**config.mk**
```make
export PLATFORM = sky130hd
export DESIGN_NAME = lane_skew_aligner
export DESIGN_NICKNAME = d
export VERILOG_FILES = /design/src/rtl/dsk_pkg.sv /design/src/rtl/dsk_delay_line.sv /design/src/rtl/dsk_eval.sv /design/src/rtl/dsk_monitor.sv /design/src/rtl/lane_skew_aligner.sv
export SDC_FILE = /design/constraint.sdc
export NUM_CORES = 1
export LEC_CHECK = 0
export ABC_AREA = 1
export BUFFER_PORTS_ARGS = -buffer_cell sky130_fd_sc_hd__buf_2
export CAP_MARGIN = 20
export CORE_ASPECT_RATIO = 0.9
export CORE_MARGIN = 2
export CORE_UTILIZATION = 50
export CTS_BUF_LIST = sky130_fd_sc_hd__clkbuf_8
export DETAILED_ROUTE_END_ITERATION = 8
export PLACE_DENSITY = 0.76
export SKIP_LAST_GASP = 1
export SLEW_MARGIN = 20
export SYNTH_ARGS = -nofsm -noshare
export SYNTH_HDL_FRONTEND = slang
export SYNTH_SLANG_ARGS = --single-unit
```
**constraint.sdc**
```tcl
create_clock -name clk -period 6.95 [get_ports clk]
set_input_delay 0.3475 -clock clk [delete_from_list [all_inputs] [get_ports clk]]
set_output_delay 0.3475 -clock clk [all_outputs]
set_load 0.01 [all_outputs]
```
**src/rtl/dsk_pkg.sv**
```systemverilog
package dsk_pkg;

    typedef enum logic [2:0] {
        ST_HUNT    = 3'd0,
        ST_COLLECT = 3'd1,
        ST_CALC    = 3'd2,
        ST_LOCK    = 3'd3,
        ST_NONE    = 3'd4
    } eval_st_e;

    typedef enum logic [1:0] {
        CODE_BUSY   = 2'd0,
        CODE_LOCKED = 2'd1,
        CODE_NOMARK = 2'd2
    } eval_code_e;

endpackage

```
**src/rtl/dsk_delay_line.sv**
```systemverilog
module dsk_delay_line #(
    parameter int W     = 9,
    parameter int DEPTH = 16,
    localparam int SW   = $clog2(DEPTH)
) (
    input  logic          clk,
    input  logic          rst_n,
    input  logic [W-1:0]  din_i,
    input  logic [SW-1:0] sel_i,
    output logic [W-1:0]  dout_o
);

    // sr_q[0] holds the word of the previous cycle, sr_q[k] that of k+1 cycles ago
    logic [DEPTH-2:0][W-1:0] sr_d, sr_q;

    always_comb begin
        sr_d = {sr_q[DEPTH-3:0], din_i};
    end

    always_ff @(posedge clk or negedge rst_n) begin
        if (!rst_n) sr_q <= '0;
        else        sr_q <= sr_d;
    end

    assign dout_o = (sel_i == '0) ? din_i : sr_q[sel_i - SW'(1)];

endmodule

```
**src/rtl/dsk_eval.sv**
```systemverilog
module dsk_eval #(
    parameter int LANES   = 4,
    parameter int PERIOD  = 16,
    parameter int TIMEOUT = 32,
    localparam int PW     = $clog2(PERIOD),
    localparam int IW     = $clog2(TIMEOUT),
    localparam int RW     = (LANES > 1) ? $clog2(LANES) : 1
) (
    input  logic                clk,
    input  logic                rst_n,
    input  logic                clr_i,
    input  logic [LANES-1:0]    mark_i,
    output logic [LANES*PW-1:0] dly_o,
    output logic [LANES-1:0]    seen_o,
    output logic [RW-1:0]       ref_o,
    output logic                locked_o,
    output logic                done_o,
    output logic [1:0]          code_o
);
    import dsk_pkg::*;

    typedef struct packed {
        eval_st_e                 st;
        logic [IW-1:0]            idle;
        logic [PW-1:0]            span;
        logic [PW-1:0]            ph;
        logic [PW-1:0]            first;
        logic [LANES-1:0]         seen;
        logic [LANES-1:0][PW-1:0] arr;
        logic [LANES-1:0][PW-1:0] dly;
        logic [RW-1:0]            refl;
    } eval_t;

    eval_t d, q;

    logic [LANES-1:0][PW-1:0] rel;
    logic [LANES-1:0][PW-1:0] dly_calc;
    logic [PW-1:0]            maxrel;
    logic [RW-1:0]            ref_calc;

    // arrival offsets relative to the first marker, wrapped to one period
    always_comb begin
        maxrel   = '0;
        ref_calc = '0;
        for (int l = 0; l < LANES; l++) begin
            rel[l] = q.arr[l] - q.first;
            if (q.seen[l] && rel[l] > maxrel) maxrel = rel[l];
        end
        for (int l = LANES - 1; l >= 0; l--) begin
            if (q.seen[l] && rel[l] == maxrel) ref_calc = RW'(l);
        end
        for (int l = 0; l < LANES; l++) begin
            dly_calc[l] = q.seen[l] ? (maxrel - rel[l]) : '0;
        end
    end

    always_comb begin
        d    = q;
        d.ph = q.ph + PW'(1);
        if (clr_i) begin
            d.st   = ST_HUNT;
            d.idle = '0;
            d.span = '0;
            d.seen = '0;
            d.dly  = '0;
            d.refl = '0;
        end else begin
            unique case (q.st)
                ST_HUNT: begin
                    if (|mark_i) begin
                        d.st    = ST_COLLECT;
                        d.span  = PW'(1);
                        d.first = q.ph;
                        d.seen  = mark_i;
                        for (int l = 0; l < LANES; l++) begin
                            if (mark_i[l]) d.arr[l] = q.ph;
                        end
                    end else if (q.idle == IW'(TIMEOUT - 1)) begin
                        d.st = ST_NONE;
                    end else begin
                        d.idle = q.idle + IW'(1);
                    end
                end
                ST_COLLECT: begin
                    for (int l = 0; l < LANES; l++) begin
                        if (mark_i[l] && !q.seen[l]) begin
                            d.seen[l] = 1'b1;
                            d.arr[l]  = q.ph;
                        end
                    end
                    if (q.span == PW'(PERIOD - 1)) d.st = ST_CALC;
                    else                           d.span = q.span + PW'(1);
                end
                ST_CALC: begin
                    d.dly  = dly_calc;
                    d.refl = ref_calc;
                    d.st   = ST_LOCK;
                end
                default: ;
            endcase
        end
    end

    always_ff @(posedge clk or negedge rst_n) begin
        if (!rst_n) q <= '0;
        else        q <= d;
    end

    assign dly_o    = q.dly;
    assign seen_o   = q.seen;
    assign ref_o    = q.refl;
    assign locked_o = (q.st == ST_LOCK);
    assign done_o   = (q.st == ST_LOCK) || (q.st == ST_NONE);

    always_comb begin
        unique case (q.st)
            ST_LOCK: code_o = CODE_LOCKED;
            ST_NONE: code_o = CODE_NOMARK;
            default: code_o = CODE_BUSY;
        endcase
    end

endmodule

```
**src/rtl/dsk_monitor.sv**
```systemverilog
module dsk_monitor #(
    parameter int LANES = 4,
    localparam int RW   = (LANES > 1) ? $clog2(LANES) : 1
) (
    input  logic             clk,
    input  logic             rst_n,
    input  logic             clr_i,
    input  logic             locked_i,
    input  logic [LANES-1:0] active_i,
    input  logic [RW-1:0]    ref_i,
    input  logic [LANES-1:0] amark_i,
    output logic             valid_o,
    output logic             err_o,
    output logic [LANES-1:0] status_o
);

    typedef struct packed {
        logic             valid;
        logic             err;
        logic [LANES-1:0] status;
    } mon_t;

    mon_t d, q;
    logic [LANES-1:0] mism;

    always_comb begin
        mism = active_i & (amark_i ^ {LANES{amark_i[ref_i]}});
        d    = q;
        if (clr_i || !locked_i) begin
            d = '0;
        end else begin
            d.err    = q.err | (|mism);
            d.status = q.status | mism;
            d.valid  = (q.valid | (amark_i[ref_i] & ~(|mism))) & ~d.err;
        end
    end

    always_ff @(posedge clk or negedge rst_n) begin
        if (!rst_n) q <= '0;
        else        q <= d;
    end

    assign valid_o  = q.valid;
    assign err_o    = q.err;
    assign status_o = q.status;

endmodule

```
**src/rtl/lane_skew_aligner.sv**
```systemverilog
module lane_skew_aligner #(
    parameter int LANES   = 4,
    parameter int DW      = 8,
    parameter int PERIOD  = 16,
    parameter int TIMEOUT = 32,
    localparam int PW     = $clog2(PERIOD),
    localparam int RW     = (LANES > 1) ? $clog2(LANES) : 1
) (
    input  logic                clk,
    input  logic                rst_n,
    input  logic                clr_i,
    input  logic [LANES*DW-1:0] lane_data_i,
    input  logic [LANES-1:0]    lane_mark_i,
    output logic [LANES*DW-1:0] algn_data_o,
    output logic [LANES-1:0]    algn_mark_o,
    output logic [LANES-1:0]    seen_o,
    output logic                done_o,
    output logic                valid_o,
    output logic [1:0]          code_o,
    output logic [LANES-1:0]    lane_err_o,
    output logic                mon_err_o
);

    logic [LANES*PW-1:0] dly;
    logic [RW-1:0]       ref_lane;
    logic                locked;

    dsk_eval #(
        .LANES(LANES), .PERIOD(PERIOD), .TIMEOUT(TIMEOUT)
    ) u_eval (
        .clk(clk), .rst_n(rst_n), .clr_i(clr_i), .mark_i(lane_mark_i),
        .dly_o(dly), .seen_o(seen_o), .ref_o(ref_lane),
        .locked_o(locked), .done_o(done_o), .code_o(code_o)
    );

    for (genvar g = 0; g < LANES; g++) begin : g_lane
        logic [DW:0] din, dout;
        assign din = {lane_mark_i[g], lane_data_i[g*DW +: DW]};
        dsk_delay_line #(.W(DW + 1), .DEPTH(PERIOD)) u_dl (
            .clk(clk), .rst_n(rst_n), .din_i(din),
            .sel_i(dly[g*PW +: PW]), .dout_o(dout)
        );
        assign algn_data_o[g*DW +: DW] = dout[DW-1:0];
        assign algn_mark_o[g]          = dout[DW];
    end

    dsk_monitor #(.LANES(LANES)) u_mon (
        .clk(clk), .rst_n(rst_n), .clr_i(clr_i), .locked_i(locked),
        .active_i(seen_o), .ref_i(ref_lane), .amark_i(algn_mark_o),
        .valid_o(valid_o), .err_o(mon_err_o), .status_o(lane_err_o)
    );

endmodule

```
==> results.py, run 1 <==
metrics = {
    "min_path": {
        "hold_path.class": "input pin to flip-flop",
        "min_path_cells": 4,
        "min_to": "u_eval.q[51]",
        "hold_start": "clr_i",
    },
    "synth": {
        "yosysUniqueCellTypes": 43,
        "synth_fp_nets": 2199,
        "syn_area_um2": 23000,
        "yosys_warnings": 0,
        "dominantRegCellSynth": "dfrtp_1",
        "synth-edff-count": 0,
        "avgSynthCellArea_um2": 10.9,
        "ys_seq_area_frac": 0.657,
        "synthCells": 2104,
        "synth_seq_cells": 604,
        "async_flop_share": 1.00,
    },
    "critical_path": {
        "r2r_cells": 33,
        "crit_buf_inv": 4,
        "arrival_ns": 6.89,
        "crit_path_start": "u_eval.q[38]",
        "slowest_stage": "fa_1",
        "worstPathRequired_ns": 7.48,
        "r2r_start": "u_eval.q[38]",
        "path_max_fanout": 7,
        "rr_endpoint": "u_eval.dly_o[14]",
        "ff2ff_setup_slack_ns": 0.59,
        "critPathKind": "flip-flop to flip-flop",
        "cpMostUsedCell": "nand2_1",
        "startpoint_type": "flip-flop",
        "endpoint_kind": "flip-flop",
        "path_delay_family": "adder cells",
        "cpPeakStageDelay_ns": 0.46,
    },
    "place": {
        "dp.cells": 2716,
        "place_congestion": 0.899,
        "dp_hpwl_um": 31000,
        "port_buffers": 87,
    },
    "floorplanning": {
        "io_pins": 88,
        "rows": 74,
        "die_area_um2": 47800,
        "die_y_um": 208,
        "die-width_um": 230,
        "start_util": 0.506,
        "placeableCoreArea_um2": 45500,
    },
    "final_layout": {
        "area_growth_pct": 15.0,
        "diodes": 0,
        "final_common_cell": "dfrtp_1",
        "drive_gt1_frac": 0.130,
        "final_cells": 2927,
        "post-route-util": 0.582,
        "fin_nets": 2338,
        "most-common-layout-cells": "601 x dfrtp_1, 303 x o21ai_0, 286 x nor2_1, 176 x nand2_1, 161 x inv_1",
    },
    "cts": {
        "cts_max_level": 3,
        "cts.clk_slew.worst_paths_ns": 0.06,
        "clkSinkCount": 604,
        "cts_tree": "done",
        "clkLatencyLatePin_ns": 0.68,
        "clock_path_buffers": 3,
        "numCtsBuffers": 94,
        "cts_setup_buffers": 0,
        "ctsRootBufferMaster": "clkbuf_8",
    },
    "pwr": {
        "powerDensity_nw_per_um2": 491,
        "p_leak_nw": 12.1,
        "sw_frac_of_total": 0.414,
        "ir_worst_vdd_mv": 0.331,
        "p_int_mw": 7.61,
        "power_mw": 13.0,
        "comb_power_share": 0.447,
        "switchingPower_mw": 5.38,
        "pwr-share-seq": 0.307,
        "clkPwrFrac": 0.245,
    },
    "global_route": {
        "gr-total-overflow": 0,
        "antenna_found_initial": 0,
        "grt_max_degree": 178,
        "grt.total_usage": 0.225,
        "grt_pass1_vias": 16600,
        "grt_pass1_wl_um": 87000,
    },
    "sta": {
        "finalSetupViolations": 0,
        "slew_viol_final": 0,
        "worst-slew-pin-transition_ns": 1.11,
        "grt_setup_unrepaired": "yes",
        "skew_ns": 0.0220,
        "max_freq_mhz": 157,
        "finalCritPeriodShare": 0.915,
        "min_period_ns": 6.36,
        "hold_slack_ns": 0.116,
        "setup_tns_ns": 0,
        "finalHoldViolCount": 0,
        "slew_headroom": 0.259,
    },
    "detailed_routing": {
        "drt_iter0_drc": 1541,
        "via_per_inst": 5.61,
        "drtPass1Iterations": 5,
        "routed_wl_um": 52700,
        "vias": 16400,
        "route.antenna.remaining_nets": 0,
        "routedWlPerCell_um": 18.0,
        "drc": 0,
    },
    "job": {
        "cap_violations": 0,
    },
    "run_status": {
        "outcome": "complete, no violations",
    },
}
-- registers in the layout, summed over array words and instances, names as in the netlist --
register and count:
u_eval.dly_o 16, u_eval.q 36, u_mon.valid_o 1, u_mon.status_o 4, u_mon.err_o 1, g_lane.u_dl.sr_d 504, u_eval.seen_o 4, g_lane.u_dl.sr_q 36
u_eval.ref_o 2
-- metrics by stage --
stage                     worst slack [ns]  instance area [µm²]
after floorplan                       1.27                23000
after global placement               0.448                24000
after detailed placement             0.355                24000
after CTS                            0.324                26400
after global routing               -0.0567                26500
final                                0.591                26500
-- kinds of logic (layout without fill, tap and decap cells) --
logic type                 after synthesis  in the layout  synth area share
adders and majority gates               56             56            0.0330
buffers and inverters                  246            461            0.0419
and+or+nand+nor                        590            590             0.108
xor gates and xnor gates                27             27            0.0135
DFF                                    604            604             0.657
AOI/OAI and AO/OA                      581            581             0.147
-- layer usage --
layer / GRT usage / vias to the layer above / wire length (µm)
li1: - / 7496 / -
met1: 0.336 / 8233 / 24100
met2: 0.322 / 594 / 23700
met3: 0.0554 / 94 / 3720
met4: 0.0785 / 0 / 1170
met5: 0 / - / 0
-- worst min-delay path: stages --
cell     delay [ns]
buf_2          0.17
nor2_1         0.11
nand2_1        0.07
nand2_1        0.05
-- Yosys cell counts, types with 4 or more instances --
cell / instances / area (µm²)
nor3_1: 6 / 30.0
o2111ai_1: 4 / 35.0
buf_2: 18 / 90.1
o22ai_1: 44 / 275
buf_4: 5 / 37.5
o221ai_1: 64 / 561
or2_2: 5 / 31.3
nand4_1: 6 / 37.5
nand3_2: 9 / 90.1
a31oi_1: 34 / 213
nand2_2: 6 / 37.5
inv_2: 8 / 30.0
fa_1: 8 / 160
nand2_1: 176 / 661
dfrtp_1: 604 / 15100
xor2_1: 8 / 70.1
a21oi_1: 87 / 435
nand3_1: 85 / 425
clkbuf_1: 75 / 282
o211ai_1: 34 / 255
o21ai_0: 305 / 1530
nor2_1: 287 / 1080
xnor2_1: 12 / 105
inv_1: 137 / 514
ha_1: 48 / 601
-- layout make-up --
| type | instances | area, µm² |
|---|---|---|
| repair buffers | 142 | 1020 |
| clock buffers | 124 | 1710 |
| well taps | 608 | 761 |
| inverters | 147 | 552 |
| flip-flops and latches | 604 | 15100 |
| clock inverters | 48 | 368 |
| fillers | 3609 | 19000 |
| multi-input cells | 1254 | 6950 |
-- worst max path at each step --
stage | endpoint | depth (start not counted)
global placement | u_eval.ref_o[0] | 37
finish | u_eval.dly_o[14] | 33
CTS | u_eval.ref_o[0] | 37
floorplan | u_eval.ref_o[0] | 37
detailed placement | u_eval.ref_o[0] | 37
global route | u_eval.ref_o[0] | 37
-- power by group through the flow --
stage	Sequential [mW]	Combinational, mW	Clock [mW]
finish	3.99	5.81	3.19
global route	4.02	6.51	3.43
CTS	4.00	5.71	3.25
detailed placement	4.06	5.65	0
global placement	4.04	5.47	0
floorplan	3.95	4.05	0
-- repair_timing --
action	in CTS	in global routing
hold buffers	37	0
hold endpoints to repair	155	0
resized for setup	0	6
endpoints found under the setup margin	0	14
(Power assumes the default switching activity.)
==> run 2: changes to the inputs <==
Settings changed: ABC_AREA 1 to not set.
==> run 2 against run 1 <==
Power shrank 6.5%. Via count shrank 26%. Fmax shrank 3.6%. Die area shrank 0.97%. First-iteration DRC count shrank 48%. Sequential share of layout area grew 0.51 points. Sequential power is essentially flat. Critical path depth shrank 1. Highest routed layer unchanged. Clock-buffer cell count shrank 10. Register-to-register slack lost 0.24 ns. Utilization shrank 0.15 points.
==> results.py, run 2 <==
metrics = {
    "synth": {
        "synth_top_family_by_area": "multiplexers",
        "synth_xor_area_frac": 0.0169,
        "synth.top_cell.area_share": 0.663,
        "synth_commonest_cells": "604 x dfrtp_1, 129 x mux4_2, 73 x nand2_1",
        "avgSynthCellArea_um2": 16.1,
        "yosysMostFrequentCell": "dfrtp_1",
        "syn_area_um2": 22800,
        "dominantRegCellSynth": "dfrtp_1",
        "synth_fa_ha_area_frac": 0.0334,
        "synth-simple-area-share": 0.0434,
        "ys_seq_area_frac": 0.663,
        "synth_fp_nets": 1507,
        "synth_seq_cells": 604,
        "yosys_warnings": 0,
        "synth.area.mux_share": 0.177,
        "synth-compound-area-share": 0.0450,
        "async_flop_share": 1.00,
        "synth-edff-count": 0,
        "synth_top_cell_by_area": "dfrtp_1",
        "synthCells": 1412,
        "synth.top_cells.by_area": "dfrtp_1 66%, mux4_2 13%, ha_1 2.6%",
        "yosysUniqueCellTypes": 65,
    },
    "critical_path": {
        "worstPathRequired_ns": 7.50,
        "endpoint_kind": "flip-flop",
        "path_max_fanout": 7,
        "startpoint_type": "flip-flop",
        "critPathKind": "flip-flop to flip-flop",
        "arrival_ns": 7.14,
        "slowest_stage": "dfrtp_1",
        "cpPeakStageDelay_ns": 0.44,
    },
    "cts": {
        "cts_tree": "done",
        "clkSinkCount": 604,
        "numCtsBuffers": 92,
        "clkLatencyLatePin_ns": 0.66,
        "cts.clk_slew.worst_paths_ns": 0.06,
        "cts_max_level": 3,
        "ctsRootBufferMaster": "clkbuf_8",
        "clock_path_buffers": 3,
    },
    "global_route": {
        "grt.total_usage": 0.189,
        "gr-usage-met1": 0.271,
        "gr-total-overflow": 0,
        "busiest_layer": "met2",
        "met3_usage": 0.0398,
        "use_met2": 0.292,
        "antenna_found_initial": 0,
        "grt_pass1_wl_um": 70500,
        "grt_pass1_vias": 13200,
        "grt_max_degree": 166,
    },
    "place": {
        "place_congestion": 0.866,
        "pre_cts_slack_ns": 0.0415,
        "port_buffers": 87,
        "dp_hpwl_um": 27100,
        "dp.cells": 2074,
    },
    "final_layout": {
        "area_growth_pct": 15.1,
        "largest_register_ffs": 504,
        "final_cells": 2279,
        "diodes": 0,
        "fillers": 3461,
        "drive_gt1_frac": 0.272,
        "most-common-layout-cells": "600 x dfrtp_1, 129 x mux4_2, 114 x clkbuf_8, 86 x buf_2, 84 x inv_1",
        "final_common_cell": "dfrtp_1",
        "fin_nets": 1698,
    },
    "detailed_routing": {
        "routed_wl_um": 42500,
        "drtPass1Iterations": 6,
        "via_per_inst": 5.32,
        "drc": 0,
        "vias": 12100,
        "route.antenna.remaining_nets": 0,
        "drt_iter0_drc": 799,
        "routedWlPerCell_um": 18.6,
    },
    "sta": {
        "slew_viol_final": 0,
        "setup_tns_ns": 0,
        "timing.final.ws_setup_ns": 0.356,
        "slew_headroom": 0.308,
        "finalCritPeriodShare": 0.949,
        "max_freq_mhz": 152,
        "finalHoldViolCount": 0,
        "worst-slew-pin-transition_ns": 1.03,
        "hold_slack_ns": 0.346,
        "min_period_ns": 6.59,
        "finalSetupViolations": 0,
        "skew_ns": 0.0224,
    },
    "floorplanning": {
        "die_area_um2": 47300,
        "rows": 74,
        "die_y_um": 207,
        "placeableCoreArea_um2": 45200,
        "start_util": 0.504,
        "die-width_um": 229,
        "io_pins": 88,
    },
    "pwr": {
        "p_leak_nw": 11.4,
        "clkPwrFrac": 0.229,
        "sw_frac_of_total": 0.361,
        "p_int_mw": 7.76,
        "switchingPower_mw": 4.39,
        "pwr-share-seq": 0.330,
        "powerDensity_nw_per_um2": 463,
        "power_mw": 12.1,
        "comb_power_share": 0.441,
        "ir_worst_vdd_mv": 0.367,
    },
    "run_status": {
        "outcome": "complete, no violations",
    },
    "job": {
        "cap_violations": 0,
    },
    "min_path": {
        "hold_path.class": "input pin to flip-flop",
    },
}
[run 2: cell count changes after synthesis, sizes merged, moves of 46 or more]
cell / previous run / this run
nand2: 183 / 74
a21oi: 87 / 39
mux2i: 0 / 53
clkbuf: 75 / 29
nor2: 290 / 51
o21ai: 307 / 60
nand3: 97 / 10
inv: 145 / 55
o221ai: 64 / 2
mux4: 0 / 133
[run 2: cell families (layout without fill, tap and decap cells)]
group,after synthesis,count (layout)
AO/OA/AOI/OAI,159,159
XOR/XNOR,43,43
adder cells (fa/ha/maj),56,56
buffers and inverters,118,377
flip-flops,604,604
multiplexers,229,229
AND/OR/NAND/NOR,203,203
[run 2: cell type report]
cell class | count | area [µm²] | share of cell area
Clock inverter | 48 | 219 | 0.00834
Multi-Input combinational cell | 690 | 7240 | 0.276
Sequential cell | 604 | 15100 | 0.576
Inverter | 56 | 213 | 0.00811
Timing Repair Buffer | 159 | 1120 | 0.0428
Tap cell | 608 | 761 | 0.0290
Clock buffer | 114 | 1570 | 0.0598
[run 2: critical path, delay by kind of cell, from the launching register on]
| kind | cells | cell delay, ns |
|---|---|---|
| compound gates | 13 | 2.24 |
| xor+xnor | 1 | 0.18 |
| fa+ha+maj | 6 | 1.81 |
| buf+inv | 5 | 0.63 |
| flops | 1 | 0.44 |
| mux | 1 | 0.30 |
| simple gates | 6 | 0.88 |
[run 2: metrics by stage]
stage	instance area, µm²	utilization
global placement	24000	0.531
floorplan	22800	-
detailed placement	24000	0.531
finish	26200	0.581
global route	26200	0.581
CTS	26200	0.579
[run 2: final timing paths]
path,from,endpoint,slack [ns],depth (start not counted)
setup reg to reg,u_eval.q[38],u_eval.ref_o[1],0.36,32
hold / removal,lane_data_i[11],g_lane[1].u_dl.sr_d[12],0.35,2
max in group asynchronous,rst_n,u_eval.dly_o[8],5.16,3
setup / recovery,u_eval.q[38],u_eval.ref_o[1],0.36,32
hold reg to reg,g_lane[3].u_dl.sr_d[31],g_lane[3].u_dl.sr_d[40],0.36,0
min in group asynchronous,rst_n,g_lane[1].u_dl.sr_d[90],0.36,2
[run 2: power by group through the flow]
stage | combinational, mW | sequential (mW) | clock (mW)
2_1_floorplan | 3.83 | 3.96 | 0
3_3_place_gp | 5.06 | 4.04 | 0
3_5_place_dp | 5.23 | 4.07 | 0
4_1_cts | 5.27 | 4.01 | 2.87
5_1_grt | 5.95 | 4.04 | 3.04
6_report | 5.36 | 4.01 | 2.78
[run 2: metal layers]
layer / wire length (µm) / share of wire
met1: 19700 / 0.46
met2: 20300 / 0.48
met3: 1630 / 0.038
met4: 845 / 0.020
met5: 0 / 0
[run 2: timing repair]
item	CTS	global route
hold buffers	38	0
gates resized for setup	0	10
buffers inserted	0	4
endpoints found under the setup margin	0	14
hold endpoints to repair	167	0
